### src/rtl/thalm_pkg.sv
package thalm_pkg;
   localparam int unsigned BYTE_W     = 8;
   localparam int unsigned OFF_TYPE   = 'h04;
   localparam int unsigned OFF_SUBTY  = 'h05;
   localparam int unsigned OFF_STATUS = 'h08;
   localparam int unsigned OFF_THRESH = 'h40;
   localparam int unsigned OFF_ALARM  = 'h46;
   localparam int unsigned PEND_BIT   = 7;
   localparam int unsigned ENA_BIT    = 7;
endpackage

### src/rtl/thalm_stage_eval.sv
module thalm_stage_eval #(
   parameter int TEMP_W        = 20,
   parameter int NUM_STAGES    = 3,
   parameter int STAGE_W       = 2,
   parameter int CODE_W        = 2,
   parameter int BASE_MC       = 105000,
   parameter int THR_STEP_MC   = 5000,
   parameter int STAGE_STEP_MC = 20000,
   parameter int HYST_MC       = 2000
) (
   input  logic signed [TEMP_W-1:0] temp_mc,
   input  logic [CODE_W-1:0]        thr_code,
   input  logic [STAGE_W-1:0]       cur_stage,
   output logic [STAGE_W-1:0]       next_stage
);
   localparam int EXT_W = 32 - TEMP_W;

   logic signed [31:0] temp_ext;
   logic signed [31:0] code_off;
   logic [NUM_STAGES-1:0] rise_hit;
   logic [NUM_STAGES-1:0] hold_hit;
   logic [STAGE_W-1:0] up_cnt;
   logic [STAGE_W-1:0] hold_cnt;

   assign temp_ext = {{EXT_W{temp_mc[TEMP_W-1]}}, temp_mc};
   assign code_off = $signed(32'(thr_code)) * THR_STEP_MC;

   for (genvar k = 0; k < NUM_STAGES; k++) begin : g_trip
      logic signed [31:0] trip_mc;
      assign trip_mc     = BASE_MC + code_off + k * STAGE_STEP_MC;
      assign rise_hit[k] = temp_ext >= trip_mc;
      assign hold_hit[k] = temp_ext >= (trip_mc - HYST_MC);
   end

   always_comb begin
      up_cnt   = '0;
      hold_cnt = '0;
      for (int k = 0; k < NUM_STAGES; k++) begin
         if (rise_hit[k]) up_cnt   = up_cnt + STAGE_W'(1);
         if (hold_hit[k]) hold_cnt = hold_cnt + STAGE_W'(1);
      end
      if (up_cnt > cur_stage)
         next_stage = up_cnt;
      else if (hold_cnt < cur_stage)
         next_stage = hold_cnt;
      else
         next_stage = cur_stage;
   end
endmodule

### src/rtl/thalm_stage_track.sv
module thalm_stage_track #(
   parameter int STAGE_W = 2
) (
   input  logic               clk,
   input  logic               rst_n,
   input  logic               alarm_en,
   input  logic [STAGE_W-1:0] next_stage,
   output logic [STAGE_W-1:0] stage_q,
   output logic               stage_evt
);
   always_ff @(posedge clk or negedge rst_n) begin
      if (!rst_n)
         stage_q <= '0;
      else if (!alarm_en)
         stage_q <= '0;
      else
         stage_q <= next_stage;
   end

   assign stage_evt = alarm_en && (next_stage != stage_q);
endmodule

### src/rtl/thalm_regs.sv
module thalm_regs
   import thalm_pkg::*;
#(
   parameter int          ADDR_W   = 8,
   parameter int          CODE_W   = 2,
   parameter int          STAGE_W  = 2,
   parameter logic [7:0]  TYPE_ID  = 8'h09,
   parameter logic [7:0]  SUBTY_ID = 8'h08
) (
   input  logic               clk,
   input  logic               rst_n,
   input  logic               bus_wr,
   input  logic [ADDR_W-1:0]  bus_addr,
   input  logic [7:0]         bus_wdata,
   input  logic [STAGE_W-1:0] stage,
   input  logic               stage_evt,
   output logic [7:0]         bus_rdata,
   output logic [CODE_W-1:0]  thr_code,
   output logic               alarm_en,
   output logic               pending
);
   logic hit_status, hit_thresh, hit_alarm, hit_type, hit_subty;
   logic clr_req;

   assign hit_type   = bus_addr == ADDR_W'(OFF_TYPE);
   assign hit_subty  = bus_addr == ADDR_W'(OFF_SUBTY);
   assign hit_status = bus_addr == ADDR_W'(OFF_STATUS);
   assign hit_thresh = bus_addr == ADDR_W'(OFF_THRESH);
   assign hit_alarm  = bus_addr == ADDR_W'(OFF_ALARM);
   assign clr_req    = bus_wr && hit_status && bus_wdata[PEND_BIT];

   always_ff @(posedge clk or negedge rst_n) begin
      if (!rst_n) begin
         thr_code <= '0;
         alarm_en <= 1'b0;
      end else if (bus_wr) begin
         if (hit_thresh) thr_code <= bus_wdata[CODE_W-1:0];
         if (hit_alarm)  alarm_en <= bus_wdata[ENA_BIT];
      end
   end

   // a fresh stage change outranks a clearing write on the same edge
   always_ff @(posedge clk or negedge rst_n) begin
      if (!rst_n)
         pending <= 1'b0;
      else if (stage_evt)
         pending <= 1'b1;
      else if (clr_req)
         pending <= 1'b0;
   end

   always_comb begin
      bus_rdata = '0;
      if (hit_type)
         bus_rdata = TYPE_ID;
      else if (hit_subty)
         bus_rdata = SUBTY_ID;
      else if (hit_status) begin
         bus_rdata           = 8'(stage);
         bus_rdata[PEND_BIT] = pending;
      end else if (hit_thresh)
         bus_rdata = 8'(thr_code);
      else if (hit_alarm)
         bus_rdata[ENA_BIT] = alarm_en;
   end
endmodule

### src/rtl/thermal_alarm_regs.sv
module thermal_alarm_regs #(
   parameter int         TEMP_W        = 20,
   parameter int         ADDR_W        = 8,
   parameter int         NUM_STAGES    = 3,
   parameter int         CODE_W        = 2,
   parameter int         BASE_MC       = 105000,
   parameter int         THR_STEP_MC   = 5000,
   parameter int         STAGE_STEP_MC = 20000,
   parameter int         HYST_MC       = 2000,
   parameter logic [7:0] TYPE_ID       = 8'h09,
   parameter logic [7:0] SUBTY_ID      = 8'h08
) (
   input  logic                     clk,
   input  logic                     rst_n,
   input  logic signed [TEMP_W-1:0] temp_mc,
   input  logic                     bus_wr,
   input  logic [ADDR_W-1:0]        bus_addr,
   input  logic [7:0]               bus_wdata,
   output logic [7:0]               bus_rdata,
   output logic                     irq
);
   localparam int STAGE_W = $clog2(NUM_STAGES + 1);

   initial begin
      assert (NUM_STAGES >= 1 && STAGE_W <= 7)
         else $error("NUM_STAGES must fit below the pending bit");
      assert (TEMP_W >= 8 && TEMP_W < 32) else $error("TEMP_W out of range");
      assert (ADDR_W >= 7) else $error("ADDR_W too narrow for the offsets");
      assert (CODE_W >= 1 && CODE_W <= 7) else $error("CODE_W out of range");
      assert (HYST_MC >= 0 && HYST_MC < STAGE_STEP_MC)
         else $error("HYST_MC must be below the stage spacing");
   end

   logic [CODE_W-1:0]  thr_code;
   logic               alarm_en;
   logic               pending;
   logic [STAGE_W-1:0] stage_q;
   logic [STAGE_W-1:0] next_stage;
   logic               stage_evt;

   thalm_stage_eval #(
      .TEMP_W(TEMP_W), .NUM_STAGES(NUM_STAGES), .STAGE_W(STAGE_W),
      .CODE_W(CODE_W), .BASE_MC(BASE_MC), .THR_STEP_MC(THR_STEP_MC),
      .STAGE_STEP_MC(STAGE_STEP_MC), .HYST_MC(HYST_MC)
   ) u_eval (
      .temp_mc(temp_mc), .thr_code(thr_code),
      .cur_stage(stage_q), .next_stage(next_stage)
   );

   thalm_stage_track #(.STAGE_W(STAGE_W)) u_track (
      .clk(clk), .rst_n(rst_n), .alarm_en(alarm_en),
      .next_stage(next_stage), .stage_q(stage_q), .stage_evt(stage_evt)
   );

   thalm_regs #(
      .ADDR_W(ADDR_W), .CODE_W(CODE_W), .STAGE_W(STAGE_W),
      .TYPE_ID(TYPE_ID), .SUBTY_ID(SUBTY_ID)
   ) u_regs (
      .clk(clk), .rst_n(rst_n), .bus_wr(bus_wr), .bus_addr(bus_addr),
      .bus_wdata(bus_wdata), .stage(stage_q), .stage_evt(stage_evt),
      .bus_rdata(bus_rdata), .thr_code(thr_code), .alarm_en(alarm_en),
      .pending(pending)
   );

   assign irq = pending;
endmodule

### config.mk
export PLATFORM = sky130hd
export DESIGN_NAME = thermal_alarm_regs
export DESIGN_NICKNAME = d
export VERILOG_FILES = /design/src/rtl/thalm_pkg.sv /design/src/rtl/thalm_stage_eval.sv /design/src/rtl/thalm_stage_track.sv /design/src/rtl/thalm_regs.sv /design/src/rtl/thermal_alarm_regs.sv
export SDC_FILE = /design/constraint.sdc
export NUM_CORES = 1
export LEC_CHECK = 0
export ABC_AREA = 1
export BUFFER_PORTS_ARGS = -buffer_cell sky130_fd_sc_hd__buf_2
export CAP_MARGIN = 20
export CORE_UTILIZATION = 54
export DETAILED_ROUTE_END_ITERATION = 10
export PLACE_DENSITY = 0.77
export SETUP_SLACK_MARGIN = 0.05
export SYNTH_ARGS = -nofsm -noshare
export SYNTH_HDL_FRONTEND = slang
export SYNTH_SLANG_ARGS = --single-unit
export TNS_END_PERCENT = 10
### constraint.sdc
create_clock -name clk -period 4.4 [get_ports clk]
set_input_delay 0.44 -clock clk [delete_from_list [all_inputs] [get_ports clk]]
set_output_delay 0.44 -clock clk [all_outputs]
set_load 0.01 [all_outputs]
==> metrics, run 1 <==
leading cell types by total area after synthesis ha_1, nand2_1, inv_1, a21oi_1, nand3_1; synthesized flop and latch total 6; Fin. Hold Viols 0; syn_area_per_cell 6.39 um^2; Post-synth EDFFs 0; die area 6210 um^2; first-pass GRT wire length 15,400 um; setup-violating endpoint count in the final report 0; pre-CTS WS -0.00786 ns; critical path type flip-flop to flip-flop; HP Class primary input to async pin; Starting Density 56.8%; P per Cell Area 150 nW/um^2; Post-Syn Instances 499; R2R Path Start u_regs.thr_code[1]; clk_skew 0.00576 ns; Post-Place Cells 628; Worst-Skew Late Latency 0.22 ns; total number of vias 3,625; IO Count 48; clk buf depth 2; fin crit share 92.5%; GPL Wtd Cong 1.01; GRT Overall Usage 31.1%; Sink Count 6; async set or reset register ratio after synthesis 100%; Iteration-0 DRC Markers 203; Layout Cells excl Fill 640; Clock transition at path regs 0.04 ns; Crit-path slowest cell dfrtp_1; fin nets 701; most frequent cells in the layout nand2_1, ha_1, inv_1, buf_2, a21oi_1; CTS tree yes; total CTS buffers 3; core box area 5610 um^2; reg2reg setup slack 0.33 ns; synth warn 0; 1st-pass router iterations 5; vias per std cell 5.66; Top FF cell, synth dfrtp_1; Post-DRT Antenna Nets 0; FF-to-FF path depth 28; Internal Pwr Total 288 uW; Flop pwr share 11.5%; post-route worst setup slack 0.330 ns; DP Area 3560 um^2; Setup TNS 0 ns; Net Sw Frac 50.2%; n_diodes 0; Max stage delay on crit path 0.38 ns; CTS H-tree lvls 1; Detailed Place HPWL 7740 um; row cnt 27; share of layout cells above drive strength 1 20.1%; fin crit period 4.07 ns; GRT overflow 0; DRC 0; final WL 9550 um; crit end category flip-flop; largest area contributor in the netlist ha_1; root buffer cell clkbuf_8; area share of the largest cell type after synthesis 36.1%; Fin Hold WS 0.0319 ns; wire length per cell 14.9 um; Seq/Total Area, Yosys 4.71%; initial antenna violation count 0; switching pwr 290 uW; Slew Limit Fails 0; status finished clean; Post-Syn Area 3190 um^2; P&R area growth vs syn 20.7%; most common cell after layout, fill and taps aside nand2_1; die height 78.8 um; input/output buffers 38; Clk pwr share 14.4%; post-route cell area 3850 um^2; Yosys cell types 36; Max FO, Critical Path 7; Critical Path RT 4.51 ns; hold buffer count at CTS 0; RSZ-0062 raised after global routing false; vias in the first global route 3,405; Data arrival, critical path 4.18 ns; most frequent CP cell nand2_1; f_max 0.246 GHz; RR Endpoint u_regs.pending; CP startpoint kind flip-flop; largest net degree at the start of global routing 17; leakage 0.00207 uW; combinational share of power 74.1%; MaxCap Viol Count 0; Die X 78.8 um; Max IR drop VDD 165 uV
## cells in the mapped netlist, types with 3 or more instances
| library cell | count |
|---|---|
| a21oi_1 | 40 |
| buf_4 | 5 |
| dfrtp_1 | 6 |
| ha_1 | 92 |
| inv_1 | 72 |
| inv_2 | 5 |
| nand2_1 | 105 |
| nand2_2 | 6 |
| nand3_1 | 33 |
| nand4_1 | 15 |
| nor2_1 | 35 |
| nor2_2 | 5 |
| nor3_1 | 13 |
| nor4_1 | 7 |
| o21ai_0 | 26 |
| o21bai_1 | 3 |
| xor2_1 | 7 |
## power by group through the flow
stage,sequential [uW],combinational (uW),clock [uW]
floorplan,70.3,263,0
CTS,66.2,388,84.1
finish,66.7,428,83.3
global route,67.5,486,86.2
detailed placement,66.8,385,0
global placement,66.7,373,0
## through the flow
| stage | utilization (%) | power, uW |
|---|---|---|
| detailed placement | 63.5 | 452 |
| global route | 68.6 | 639 |
| CTS | 64.3 | 538 |
| global placement | 63.5 | 439 |
| finish | 68.6 | 578 |
| floorplan | - | 333 |
## routing by layer
layer | vias to the layer above | wire length, um | track usage [%]
li1 | 1809 | - | -
met1 | 1647 | 4150 | 41.2
met2 | 147 | 4500 | 54.9
met3 | 22 | 701 | 2.64
met4 | 0 | 195 | 6.00
met5 | - | 0 | 0
## final cells by class
class / count / area, um^2
Clock buffer: 3 / 41.3
Timing Repair Buffer: 59 / 364
Fill cell: 522 / 1760
Multi-Input combinational cell: 421 / 2900
Inverter: 79 / 304
Tap cell: 72 / 90.1
Sequential cell: 6 / 150
## repair_timing
| action | 4_1_cts | 5_1_grt |
|---|---|---|
| pin swaps | 0 | 19 |
| setup endpoints to repair | 1 | 2 |
| buffers inserted | 0 | 9 |
| gates resized for setup | 2 | 48 |
## how the worst max path moves through the flow
stage / start / end / slack (ns) / cells past startpoint
5_1_grt: u_regs.thr_code[0] / u_regs.pending / 0.03 / 31
3_3_place_gp: u_regs.thr_code[1] / u_regs.pending / 0.16 / 30
4_1_cts: u_regs.thr_code[1] / u_regs.pending / 0.08 / 30
6_report: u_regs.thr_code[1] / u_regs.pending / 0.33 / 28
3_5_place_dp: u_regs.thr_code[1] / u_regs.pending / -0.008 / 30
2_1_floorplan: u_regs.thr_code[0] / u_regs.pending / 0.27 / 29
## cells by family after synthesis
| family | Yosys count | synth area share [%] |
|---|---|---|
| xor+xnor | 9 | 2.47 |
| compound gates | 80 | 14.0 |
| buf+inv | 85 | 10.6 |
| fa+ha+maj | 92 | 36.1 |
| simple gates | 224 | 31.5 |
| mux | 1 | 0.353 |
| other cells | 2 | 0.236 |
| flops | 6 | 4.71 |
## critical path, delay by kind of cell, from the launching register on
family / cells / cell delay, ns
XOR/XNOR: 1 / 0.16
adder cells (fa/ha/maj): 4 / 0.90
buffers and inverters: 4 / 0.59
flip-flops: 1 / 0.38
AND/OR/NAND/NOR: 14 / 1.10
AO/OA/AOI/OAI: 5 / 0.80
## state kept, by name, summed over array words and instances, names as in the netlist
name,flops
u_regs.pending,1
u_regs.alarm_en,1
u_regs.thr_code,2
u_track.stage_q,2
(Power assumes the default switching activity.)
==> run 2: changes to the inputs <==
CORE_ASPECT_RATIO = 0.9   (was unset)
==> metrics, run 2 (synthesis gave the netlist of run 1 again) <==
status finished clean; Clock transition at path regs 0.04 ns; final WL 9570 um; fin crit share 93.8%; core box area 5690 um^2; Clk pwr share 14.1%; Fillers 537; most frequent CP cell nand2_1; vias per std cell 5.62; P per Cell Area 151 nW/um^2; fin nets 695; DRC 0; die area 6210 um^2; Setup TNS 0 ns; Fin Hold WS 0.0403 ns; root buffer cell clkbuf_8; first-pass GRT wire length 14,800 um; crit path buf inv count 8; share of layout cells above drive strength 1 18.7%; Starting Density 56.0%; die height 74.9 um; Max stage delay on crit path 0.39 ns; largest net degree at the start of global routing 17; HP Class primary input to async pin; Data arrival, critical path 4.23 ns; Internal Pwr Total 282 uW; post-route worst setup slack 0.274 ns; GPL Wtd Cong 1.08; row cnt 26; Flop pwr share 12.0%; Net Sw Frac 50.5%; CTS H-tree lvls 1; GRT Overall Usage 29.9%; 1st-pass router iterations 5; initial antenna violation count 0; Total Power 570 uW; f_max 0.242 GHz; Crit-path slowest cell dfrtp_1; critical path type flip-flop to flip-flop; Sink Count 6; Largest regs u_regs.thr_code (2), u_track.stage_q (2); IO Count 48; Fin. Hold Viols 0; clk buf depth 2; crit end category flip-flop; GRT overflow 0; leakage 0.00204 uW; Post-DRT Antenna Nets 0; clk_skew 0.00317 ns; Critical Path RT 4.50 ns; input/output buffers 38; MaxCap Viol Count 0; Max FO, Critical Path 6; Max IR drop VDD 107 uV; hold buffer count at CTS 0; Iteration-0 DRC Markers 193; Detailed Place HPWL 7950 um; Worst-Skew Late Latency 0.22 ns; wire length per cell 15.1 um; total number of vias 3,550; most frequent cells in the layout nand2_1, ha_1, inv_1, buf_2, a21oi_1; CTS tree yes; n_diodes 0; Die X 83.0 um; switching pwr 288 uW; total CTS buffers 3; combinational share of power 73.9%; fin crit period 4.13 ns; pre-CTS WS 0.0325 ns; setup-violating endpoint count in the final report 0; P&R area growth vs syn 18.2%; CP startpoint kind flip-flop; most common cell after layout, fill and taps aside nand2_1; CP top delay family simple AND/OR/NAND/NOR gates; RSZ-0062 raised after global routing false; Slew Limit Fails 0; vias in the first global route 3,048; Final Util 66.2%
==> run 2: metrics by stage <==
| step | cells | area [um^2] |
|---|---|---|
| 5_1_grt | 632 | 3770 |
| 3_5_place_dp | 628 | 3580 |
| 3_3_place_gp | 628 | 3580 |
| 4_1_cts | 631 | 3620 |
| 2_1_floorplan | 512 | 3240 |
| 6_report | 632 | 3770 |
==> run 2: final timing paths <==
check	endpoint	slack, ns	cells after the start	from
worst max-delay path	u_regs.pending	0.27	30	u_regs.thr_code[0]
worst min-delay path	u_regs.pending	0.04	1	rst_n
worst max register to register	u_regs.pending	0.27	30	u_regs.thr_code[0]
worst min register to register	u_regs.pending	0.52	2	u_regs.alarm_en
min in group clk	u_regs.alarm_en	0.48	2	bus_wdata[7]
max in group asynchronous	u_regs.thr_code[1]	4.20	1	rst_n
==> run 2: layout make-up <==
type / count / area (um^2) / share of cell area (%)
Clock buffer: 3 / 41.3 / 1.10
Inverter: 79 / 299 / 7.94
Multi-Input combinational cell: 421 / 2880 / 76.5
Sequential cell: 6 / 151 / 4.02
Tap cell: 70 / 87.6 / 2.33
Timing Repair Buffer: 53 / 307 / 8.14
==> run 2: timing repair <==
action | in CTS | in global routing
gates resized for setup | 2 | 38
pin swaps | 0 | 9
setup buffers | 0 | 1
setup endpoints to repair | 1 | 3
==> run 2: worst reg2reg max path: cells and delay by family (launching register included) <==
kind	cells	cell delay, ns
compound gates	3	0.39
fa+ha+maj	4	1.02
buf+inv	8	0.67
flops	1	0.39
simple gates	15	1.53
==> run 2: power by group through the flow <==
stage               registers, uW  logic [uW]  clock network (uW)
finish                       68.3         421                80.2
global route                 69.4         474                86.1
CTS                          67.7         392                81.6
detailed placement           67.8         389                   0
global placement             67.9         376                   0
floorplan                    70.3         263                   0
==> run 2: metal layers <==
metal	part of all wire (%)	GRT usage (%)
met1	47	41.4
met5	0	0
met3	6.8	4.50
met2	43	48.6
met4	2.9	8.81
==> run 3: changes to the inputs <==
CAP_MARGIN = 5   (was 20)
CELL_PAD_IN_SITES_DETAIL_PLACEMENT = 2   (was unset)
CELL_PAD_IN_SITES_GLOBAL_PLACEMENT = 2   (was unset)
CORE_MARGIN = 2   (was unset)
CORE_UTILIZATION = 29   (was 54)
==> metrics, run 3 (synthesis gave the netlist of run 1 again) <==
status finished clean; Slew Limit Fails 0; Post-Place Cells 695; Data arrival, critical path 4.35 ns; Fillers 1,299; n_diodes 0; clk buf depth 2; total number of vias 3,836; CTS tree yes; CP startpoint u_regs.thr_code[0]; vias in the first global route 4,041; Max IR drop VDD 93.1 uV; Fin. Hold Viols 0; Max FO, Critical Path 5; fin crit share 96.3%; FF-to-FF path depth 30; MaxCap Viol Count 0; HP Class primary input to async pin; grt met2 use 41.1%; Iteration-0 DRC Markers 202; met3 Use GR 1.17%; die area 11,800 um^2; hold buffer count at CTS 0; P&R area growth vs syn 33.2%; f_max 0.236 GHz; most common cell after layout, fill and taps aside nand2_1; initial antenna violation count 0; clk_skew 0.00350 ns; share of layout cells above drive strength 1 26.7%; R2R Path Start u_regs.thr_code[0]; input/output buffers 38; row cnt 36; GRT overflow 0; Worst-Skew Late Latency 0.24 ns; 1st-pass router iterations 4; CTS H-tree lvls 1; post-route worst setup slack 0.164 ns; Sink Count 6; pre-CTS WS -0.285 ns; GPL Wtd Cong 0.915; CP startpoint kind flip-flop; wire length per cell 21.3 um; P per Cell Area 176 nW/um^2; IO Count 48; die height 103 um; fin nets 710; most frequent cells in the layout nand2_1, ha_1, inv_1, buf_2, a21oi_1; largest net degree at the start of global routing 17; GRT Overall Usage 22.1%; met1 Usage GRT 28.5%; Crit-path slowest cell dfrtp_1; most frequent CP cell nand2_1; core box area 10,800 um^2; GRT busiest layer met2; total CTS buffers 3; root buffer cell clkbuf_16; Starting Density 29.6%; Largest regs u_regs.thr_code (2), u_track.stage_q (2); Clock transition at path regs 0.04 ns; setup-violating endpoint count in the final report 0; leakage 0.00217 uW; Layout Cells excl Fill 710; Die X 115 um; DRC 0; Critical Path RT 4.51 ns; final WL 15,100 um; vias per std cell 5.40; fin crit period 4.24 ns; Max stage delay on crit path 0.40 ns; crit end category flip-flop; first-pass GRT wire length 20,400 um; Detailed Place HPWL 11,200 um; critical path type flip-flop to flip-flop; Post-DRT Antenna Nets 0
[run 3: path summary, 6_finish.rpt]
path,slack [ns],to
worst max-delay path,0.16,u_regs.pending
max in group asynchronous,4.21,u_regs.pending
worst min-delay path,0.03,u_regs.thr_code[0]
worst min register to register,0.59,u_regs.pending
worst max register to register,0.16,u_regs.pending
min in group clk,0.49,u_regs.thr_code[0]
[run 3: metal layers]
layer,share of wire [%],vias up
met5,0,-
met4,2.3,0
met3,2.7,29
met2,50,77
met1,45,1909
li1,-,1821
[run 3: per-stage QoR]
step | utilization (%) | hold slack (ns) | area [um^2] | total power, uW | setup TNS [ns]
global route | 39.4 | 0.0351 | 4250 | 807 | -0.116
CTS | 35.3 | 0.0320 | 3800 | 656 | 0
global placement | 34.2 | 0.270 | 3680 | 466 | -0.0214
detailed placement | 34.2 | 0.277 | 3680 | 494 | -0.410
finish | 39.4 | 0.0291 | 4250 | 748 | 0
floorplan | - | 0.144 | 3240 | 333 | 0
[run 3: critical path: cells and delay by family (launching register included)]
kind                     cells  cell delay, ns
AND/OR/NAND/NOR             17            1.64
adder cells (fa/ha/maj)      4            1.01
AO/OA/AOI/OAI                4            0.57
buffers and inverters        5            0.50
flip-flops                   1            0.40
[run 3: area by class of cell]
cell class              instances  area, um^2  area share [%]
clock buffers                   3        75.1            1.77
multi-input cells             421        3110            73.2
repair buffers                 68         442            10.4
inverters                      79         304            7.16
well taps                     133         166            3.92
flip-flops and latches          6         150            3.54
[run 3: repair_timing]
item,4_1_cts,5_1_grt
buffers inserted,0,12
pin swaps,4,28
setup endpoints to repair,2,3
gates resized for setup,15,82
[run 3: where the power goes]
part	switching, uW	internal, uW
sequential	6.86	62.0
combinational	325	197
clock	38.8	117
